## config.mk

```make
export PLATFORM = sky130hd
export DESIGN_NAME = reloc_cfg_streamer
export DESIGN_NICKNAME = d
export VERILOG_FILES = /design/src/rtl/reloc_pkg.sv /design/src/rtl/reloc_ctrl.sv /design/src/rtl/reloc_fetch.sv /design/src/rtl/reloc_rewrite.sv /design/src/rtl/reloc_fifo.sv /design/src/rtl/reloc_cfg_streamer.sv
export SDC_FILE = /design/constraint.sdc
export NUM_CORES = 1
export LEC_CHECK = 0
export BUFFER_PORTS_ARGS = -buffer_cell sky130_fd_sc_hd__buf_2
export CAP_MARGIN = 15
export CORE_MARGIN = 8
export CORE_UTILIZATION = 55
export CTS_BUF_LIST = sky130_fd_sc_hd__clkbuf_16
export CTS_CLUSTER_SIZE = 30
export DETAILED_ROUTE_END_ITERATION = 12
export PLACE_DENSITY = 0.77
export SLEW_MARGIN = 30
export SYNTH_ARGS = -nofsm -noshare
export SYNTH_HDL_FRONTEND = slang
export SYNTH_SLANG_ARGS = --single-unit
```

## constraint.sdc

```tcl
create_clock -name clk -period 3.11 [get_ports clk]
set_input_delay 0.7775 -clock clk [delete_from_list [all_inputs] [get_ports clk]]
set_output_delay 0.7775 -clock clk [all_outputs]
set_load 0.1 [all_outputs]
```

## src/rtl/reloc_pkg.sv

```systemverilog
package reloc_pkg;
  localparam int DEF_CFG_W    = 32;
  localparam int DEF_REGION_W = 8;
  localparam int DEF_MEM_AW   = 10;
  localparam int DEF_CNT_W    = 16;
  localparam int DEF_DEPTH    = 4;

  typedef enum logic [1:0] {
    CNT_OK   = 2'd0,
    CNT_ZERO = 2'd1,
    CNT_ODD  = 2'd2
  } cnt_check_e;

  function automatic cnt_check_e classify_count(input logic [DEF_CNT_W-1:0] w);
    if (w == '0)      return CNT_ZERO;
    else if (w[0])    return CNT_ODD;
    else              return CNT_OK;
  endfunction
endpackage

```

## src/rtl/reloc_ctrl.sv

```systemverilog
module reloc_ctrl
  import reloc_pkg::*;
#(
  parameter int REGION_W = DEF_REGION_W,
  parameter int MEM_AW   = DEF_MEM_AW,
  parameter int CNT_W    = DEF_CNT_W
) (
  input  logic                clk,
  input  logic                rst,
  input  logic                start,
  input  logic [REGION_W-1:0] region_in,
  input  logic [MEM_AW-1:0]   base_in,
  input  logic [CNT_W-1:0]    words_in,
  input  logic                accept,
  output logic                go,
  output logic [CNT_W-1:0]    go_entries,
  output logic [REGION_W-1:0] region_q,
  output logic                busy,
  output logic                done,
  output logic                err
);
  logic [CNT_W-1:0] acc_left;
  logic             cnt_ok;

  assign cnt_ok     = (words_in != '0) && !words_in[0];
  assign go         = start && !busy && cnt_ok;
  assign go_entries = words_in >> 1;

  always_ff @(posedge clk) begin
    if (rst) begin
      busy     <= 1'b0;
      done     <= 1'b0;
      err      <= 1'b0;
      acc_left <= '0;
      region_q <= '0;
    end else begin
      done <= 1'b0;
      if (start && !busy) begin
        if (cnt_ok) begin
          busy     <= 1'b1;
          err      <= 1'b0;
          acc_left <= go_entries;
          region_q <= region_in;
        end else begin
          err <= 1'b1;
        end
      end else if (busy && accept) begin
        acc_left <= acc_left - 1'b1;
        if (acc_left == CNT_W'(1)) begin
          busy <= 1'b0;
          done <= 1'b1;
        end
      end
    end
  end

  // done follows an acceptance and never overlaps busy
  assert_done_after_accept_R7: assert property (@(posedge clk) disable iff (rst)
    done |-> ($past(accept) && !busy));
  // error flag never coexists with a running transfer
  assert_err_idle_R8: assert property (@(posedge clk) disable iff (rst)
    err |-> !busy);
  // start while busy leaves the latched region alone
  assert_start_ignored_R9: assert property (@(posedge clk) disable iff (rst)
    (busy && start) |=> $stable(region_q));
  // no acceptance counted while idle
  assert_accept_busy_R7: assert property (@(posedge clk) disable iff (rst)
    accept |-> busy);
endmodule

```

## src/rtl/reloc_fetch.sv

```systemverilog
module reloc_fetch
  import reloc_pkg::*;
#(
  parameter int MEM_AW = DEF_MEM_AW,
  parameter int CNT_W  = DEF_CNT_W,
  parameter int DEPTH  = DEF_DEPTH
) (
  input  logic                       clk,
  input  logic                       rst,
  input  logic                       load,
  input  logic [MEM_AW-1:0]          load_base,
  input  logic [CNT_W-1:0]           load_entries,
  input  logic [$clog2(DEPTH+1)-1:0] fifo_count,
  input  logic                       pop,
  output logic                       rd_en,
  output logic [MEM_AW-1:0]          rd_addr,
  output logic                       rd_valid
);
  localparam int CW = $clog2(DEPTH + 1);
  localparam int SW = CW + 2;

  logic [CNT_W-1:0]  rd_left;
  logic [MEM_AW-1:0] next_addr;
  logic [SW-1:0]     used;
  logic [SW-1:0]     limit;
  logic              issue;

  assign used  = SW'(fifo_count) + SW'(rd_en) + SW'(rd_valid);
  assign limit = SW'(DEPTH) + SW'(pop);
  assign issue = (rd_left != '0) && (used < limit);

  always_ff @(posedge clk) begin
    if (rst) begin
      rd_en     <= 1'b0;
      rd_valid  <= 1'b0;
      rd_addr   <= '0;
      rd_left   <= '0;
      next_addr <= '0;
    end else begin
      rd_valid <= rd_en;
      rd_en    <= issue;
      if (load) begin
        rd_left   <= load_entries;
        next_addr <= load_base;
      end else if (issue) begin
        rd_left   <= rd_left - 1'b1;
        rd_addr   <= next_addr;
        next_addr <= next_addr + MEM_AW'(2);
      end
    end
  end

  // stored plus in-flight entries never exceed queue depth
  assert_credit_bound_R6: assert property (@(posedge clk) disable iff (rst)
    used <= SW'(DEPTH));
  // read addresses advance by two between consecutive issues
  assert_addr_step_R4: assert property (@(posedge clk) disable iff (rst)
    (rd_en && $past(rd_en) && !$past(load, 2)) |-> (rd_addr == $past(rd_addr) + MEM_AW'(2)));
endmodule

```

## src/rtl/reloc_rewrite.sv

```systemverilog
module reloc_rewrite #(
  parameter int CFG_W    = 32,
  parameter int REGION_W = 8
) (
  input  logic [2*CFG_W-1:0]  pair,
  input  logic [REGION_W-1:0] region,
  output logic [CFG_W-1:0]    out_addr,
  output logic [CFG_W-1:0]    out_data
);
  always_comb begin
    out_addr = {pair[CFG_W-1:REGION_W], region};
    out_data = pair[2*CFG_W-1:CFG_W];
  end
endmodule

```

## src/rtl/reloc_fifo.sv

```systemverilog
module reloc_fifo #(
  parameter int WIDTH = 64,
  parameter int DEPTH = 4
) (
  input  logic                       clk,
  input  logic                       rst,
  input  logic                       push,
  input  logic [WIDTH-1:0]           din,
  input  logic                       pop,
  output logic [WIDTH-1:0]           dout,
  output logic [$clog2(DEPTH+1)-1:0] count,
  output logic                       nonempty
);
  localparam int AW = (DEPTH > 1) ? $clog2(DEPTH) : 1;
  localparam int CW = $clog2(DEPTH + 1);

  logic [WIDTH-1:0] store [DEPTH];
  logic [AW-1:0]    wr_ptr;
  logic [AW-1:0]    rd_ptr;

  function automatic logic [AW-1:0] bump(input logic [AW-1:0] p);
    return (p == AW'(DEPTH - 1)) ? '0 : p + 1'b1;
  endfunction

  always_ff @(posedge clk) begin
    if (push) store[wr_ptr] <= din;
  end

  always_ff @(posedge clk) begin
    if (rst) begin
      wr_ptr <= '0;
      rd_ptr <= '0;
      count  <= '0;
    end else begin
      if (push) wr_ptr <= bump(wr_ptr);
      if (pop)  rd_ptr <= bump(rd_ptr);
      case ({push, pop})
        2'b10:   count <= count + 1'b1;
        2'b01:   count <= count - 1'b1;
        default: count <= count;
      endcase
    end
  end

  assign dout     = store[rd_ptr];
  assign nonempty = (count != '0);

  // queue never overflows or underflows
  assert_no_overflow_R6: assert property (@(posedge clk) disable iff (rst)
    (push && !pop) |-> (count < CW'(DEPTH)));
  assert_no_underflow_R3: assert property (@(posedge clk) disable iff (rst)
    pop |-> (count != '0));
endmodule

```

## src/rtl/reloc_cfg_streamer.sv

```systemverilog
module reloc_cfg_streamer
  import reloc_pkg::*;
#(
  parameter int CFG_W    = DEF_CFG_W,
  parameter int REGION_W = DEF_REGION_W,
  parameter int MEM_AW   = DEF_MEM_AW,
  parameter int CNT_W    = DEF_CNT_W,
  parameter int DEPTH    = DEF_DEPTH
) (
  input  logic                clk,
  input  logic                rst,
  input  logic                start,
  input  logic [REGION_W-1:0] region,
  input  logic [MEM_AW-1:0]   base,
  input  logic [CNT_W-1:0]    words,
  output logic                busy,
  output logic                done,
  output logic                err,
  output logic                mem_rd_en,
  output logic [MEM_AW-1:0]   mem_rd_addr,
  input  logic [2*CFG_W-1:0]  mem_rd_data,
  output logic                cfg_valid,
  input  logic                cfg_ready,
  output logic [CFG_W-1:0]    cfg_addr,
  output logic [CFG_W-1:0]    cfg_data
);
  localparam int CW = $clog2(DEPTH + 1);

  logic                go;
  logic [CNT_W-1:0]    go_entries;
  logic [REGION_W-1:0] region_q;
  logic                pop;
  logic                rd_valid;
  logic [CW-1:0]       fifo_count;
  logic [CFG_W-1:0]    rw_addr;
  logic [CFG_W-1:0]    rw_data;
  logic [2*CFG_W-1:0]  head;

  assign pop = cfg_valid && cfg_ready;

  reloc_ctrl #(.REGION_W(REGION_W), .MEM_AW(MEM_AW), .CNT_W(CNT_W)) ctrl_i (
    .clk(clk), .rst(rst), .start(start), .region_in(region), .base_in(base),
    .words_in(words), .accept(pop), .go(go), .go_entries(go_entries),
    .region_q(region_q), .busy(busy), .done(done), .err(err)
  );

  reloc_fetch #(.MEM_AW(MEM_AW), .CNT_W(CNT_W), .DEPTH(DEPTH)) fetch_i (
    .clk(clk), .rst(rst), .load(go), .load_base(base), .load_entries(go_entries),
    .fifo_count(fifo_count), .pop(pop), .rd_en(mem_rd_en), .rd_addr(mem_rd_addr),
    .rd_valid(rd_valid)
  );

  reloc_rewrite #(.CFG_W(CFG_W), .REGION_W(REGION_W)) rewrite_i (
    .pair(mem_rd_data), .region(region_q), .out_addr(rw_addr), .out_data(rw_data)
  );

  reloc_fifo #(.WIDTH(2*CFG_W), .DEPTH(DEPTH)) fifo_i (
    .clk(clk), .rst(rst), .push(rd_valid), .din({rw_addr, rw_data}), .pop(pop),
    .dout(head), .count(fifo_count), .nonempty(cfg_valid)
  );

  assign cfg_addr = head[2*CFG_W-1:CFG_W];
  assign cfg_data = head[CFG_W-1:0];

  // every offered write targets the latched region
  assert_region_field_R2: assert property (@(posedge clk) disable iff (rst)
    cfg_valid |-> (cfg_addr[REGION_W-1:0] == region_q));
  // stalled output is held
  assert_stall_hold_R6: assert property (@(posedge clk) disable iff (rst)
    (cfg_valid && !cfg_ready) |=> (cfg_valid && $stable(cfg_addr) && $stable(cfg_data)));
  // reads only during a transfer
  assert_read_when_busy_R4: assert property (@(posedge clk) disable iff (rst)
    mem_rd_en |-> busy);
  // no write offered while idle
  assert_valid_when_busy_R8: assert property (@(posedge clk) disable iff (rst)
    cfg_valid |-> busy);
endmodule

```

==> results.sh <==
export IMPL_rsz0062_at_grt="false"
export IMPL_worstPathCellList="buf_4 > mux4_2 > buf_2"
export IMPL_ys_types=57
export IMPL_dr_first_iter_drc_count=475
export IMPL_cts_clk_slew_worst_paths_ps=50
export IMPL_synth_seq_cells=330
export IMPL_gp_congestion=0.8700
export IMPL_synthDominantCellAreaShare_pct=58.98
export IMPL_dieArea_um2=28880
export IMPL_die_w_um=169.9
export IMPL_antenna_left=0
export IMPL_syn_area_um2=13030
export IMPL_synth_compound_area_share_pct=5.549
export IMPL_cts_sinks=330
export IMPL_synthFlopType="edfxtp_1"
export IMPL_layout_nets=1116
export IMPL_hold_path_depth=1
export IMPL_htree_num_levels=2
export IMPL_rrSetupSlack_ps=210
export IMPL_ys_async_sr_fraction_pct=0
export IMPL_min_to="ctrl_i.err"
export IMPL_start_util_pct=55.69
export IMPL_hold_slack_ps=471.8
export IMPL_wirelength_um=26970
export IMPL_viasPerCell=5.709
export IMPL_hp_class="flop to flop"
export IMPL_synthAdderAreaFrac_pct=1.670
export IMPL_tritoncts="built"
export IMPL_cp_required_ps=2330
export IMPL_root_buffer="clkbuf_16"
export IMPL_timing_fmax_mhz=338.8
export IMPL_final_max_slew_viol_count=0
export IMPL_path_class="flop to primary output"
export IMPL_grt_antenna_before_repair=2
export IMPL_synth_area_mux_share_pct=11.98
export IMPL_crit_path_top_delay_cell="dfxtp_4"
export IMPL_syn_inst=806
export IMPL_hpwl_um=17260
export IMPL_fp_dieH_um=169.9
export IMPL_synth_top_family_by_area="multiplexers"
export IMPL_area_growth_pct=18.87
export IMPL_clockBufferDepth=3
export IMPL_drive_gt1_share_pct=31.70
export IMPL_synth_nets=924
export IMPL_maxSlewHeadroom_pct=62.20
export IMPL_cts_resized=0
export IMPL_period_share_pct=94.90
export IMPL_p_leak_uw=0.005481
export IMPL_synthSimpleGateAreaFrac_pct=7.814
export IMPL_reg2reg_from="fetch_i.rd_en"
export IMPL_r2r_end="fetch_i.rd_left[12]"
export IMPL_yosys_top_cells_count="edfxtp_1 (256), dfxtp_1 (74), mux4_2 (64)"
export IMPL_cp_slowest_stage_delay_ps=540
export IMPL_post_route_min_period_ps=2951
export IMPL_fin_setup_tns_ps=0
export IMPL_vias=7673
export IMPL_yosysWarnings=0
export IMPL_vdd_ir_drop_max_mv=0.5711
export IMPL_cp_start_kind="flop"
export IMPL_core_um2=23400
export IMPL_wire_per_inst_um=20.07
export IMPL_drt_pass1_iterations=5
export IMPL_grt_first_pass_wirelength_um=41990
export IMPL_seq_area_frac_synth_pct=70.35
export IMPL_worstPathArrival_ps=2170
export IMPL_power_density_nw_per_um2=935.2
export IMPL_skew_ps=15.23
export IMPL_tightest_slew_ps=567.0
export IMPL_crit_fanout=13
export IMPL_status="completed"
export IMPL_numCtsBuffers=34
export IMPL_grt_usage_pct=18.45
export IMPL_setup_violations=0
export IMPL_maxCapViolCount=0
export IMPL_final_hold_viol_count=0
export IMPL_path_delay_family="buffers and inverters"
export IMPL_synth_area_leaders="edfxtp_1 (59%), dfxtp_1 (11%), mux4_2 (11%)"
export IMPL_syn_avg_cell_area_um2=16.17
export IMPL_synth_edff_count=256
export IMPL_io_pin_count=181
export IMPL_grt_overflow=0
export IMPL_crit_buf_inv=2
export IMPL_grt_max_degree=65
export IMPL_drc=0
export IMPL_min_from="ctrl_i.err"
export IMPL_rows=56
export IMPL_cts_setup_buffers=0
export IMPL_hold_buffers=0
export IMPL_synth_largest_area_cell="edfxtp_1"
export IMPL_cp_end_kind="primary output"
export IMPL_synth_most_common_cell="edfxtp_1"
export IMPL_first_global_vias=7855
export IMPL_io_buffers=172
export IMPL_synth_xor_area_share_pct=1.075
export IMPL_rr_worst_depth=9
export IMPL_clk_latency_ps=500
==> area by class of cell <==
type                    instances  area [um^2]
diodes                          3        7.507
flip-flops and latches        330         9178
inverters                      11        41.29
repair buffers                198         1164
multi-input cells             423         3671
fillers                      1667         7909
clock buffers                  35        875.8
well taps                     319        399.1
clock inverters                25        157.7
==> through the flow <==
step	worst slack (ps)	cell area (um^2)	total power (uW)	cells	utilization, %
after global placement	339.2	14410	10850	1279	61.55
final	158.7	15490	14490	1344	66.21
after detailed placement	205.4	14410	10920	1279	61.55
after CTS	82.74	15440	14620	1339	65.97
after floorplan	95.68	13040	9884	806	-
after global routing	30.85	15490	15090	1343	66.19
==> metal layers <==
layer,GRT usage (%),up-vias,share of wire [%]
met4,4.424,0,1.4
met1,23.76,3814,41
li1,-,3559,-
met5,0,-,0
met3,3.545,36,6.3
met2,32.00,264,51
==> flip-flops by register name (all words and copies together) (netlist names), named ones only <==
name               flops
fifo_i.wr_ptr          2
fifo_i.count           3
ctrl_i.acc_left       16
fetch_i.rd_addr       10
fetch_i.rd_left       16
fifo_i.store         256
fifo_i.rd_ptr          2
ctrl_i.done            1
ctrl_i.err             1
fetch_i.rd_en          1
fetch_i.rd_valid       1
fetch_i.next_addr     10
ctrl_i.region_q        8
ctrl_i.busy            1
==> cells by family after synthesis <==
family	Yosys count
flops	330
simple gates	204
compound gates	110
fa+ha+maj	17
buf+inv	53
mux	76
xor+xnor	16
==> layout by cell type (no fill, tap or decap), types with 12 or more instances in the layout <==
master,count
edfxtp_1,256
inv_1,21
mux2i_1,12
a21oi_1,32
clkbuf_16,35
or3_1,12
buf_4,18
nor3_1,14
nand2_1,52
a211oi_1,12
xor2_1,12
dfxtp_1,71
mux4_2,64
o21ai_0,22
nor2_1,62
buf_2,172
ha_1,15
==> power by group <==
part | internal [uW] | total (uW) | switching [uW] | leakage, uW
logic | 1430 | 5370 | 3940 | 0.00201
clock network | 2130 | 3680 | 1550 | 0.000538
registers | 5150 | 5440 | 285 | 0.00294
total | 8710 | 14500 | 5780 | 0.00548
==> worst max-delay path by stage <==
stage	from	endpoint	slack (ps)	cells after the start
2_1_floorplan	fetch_i.rd_en	fetch_i.next_addr[9]	100	8
3_3_place_gp	fetch_i.rd_en	fetch_i.rd_left[12]	340	9
3_5_place_dp	fetch_i.rd_en	fetch_i.rd_left[12]	210	9
4_1_cts	flop	cfg_data[27]	80	3
5_1_grt	flop	cfg_data[27]	30	3
6_report	flop	cfg_data[27]	160	3
Note: power is estimated with default switching activity, not from simulation.
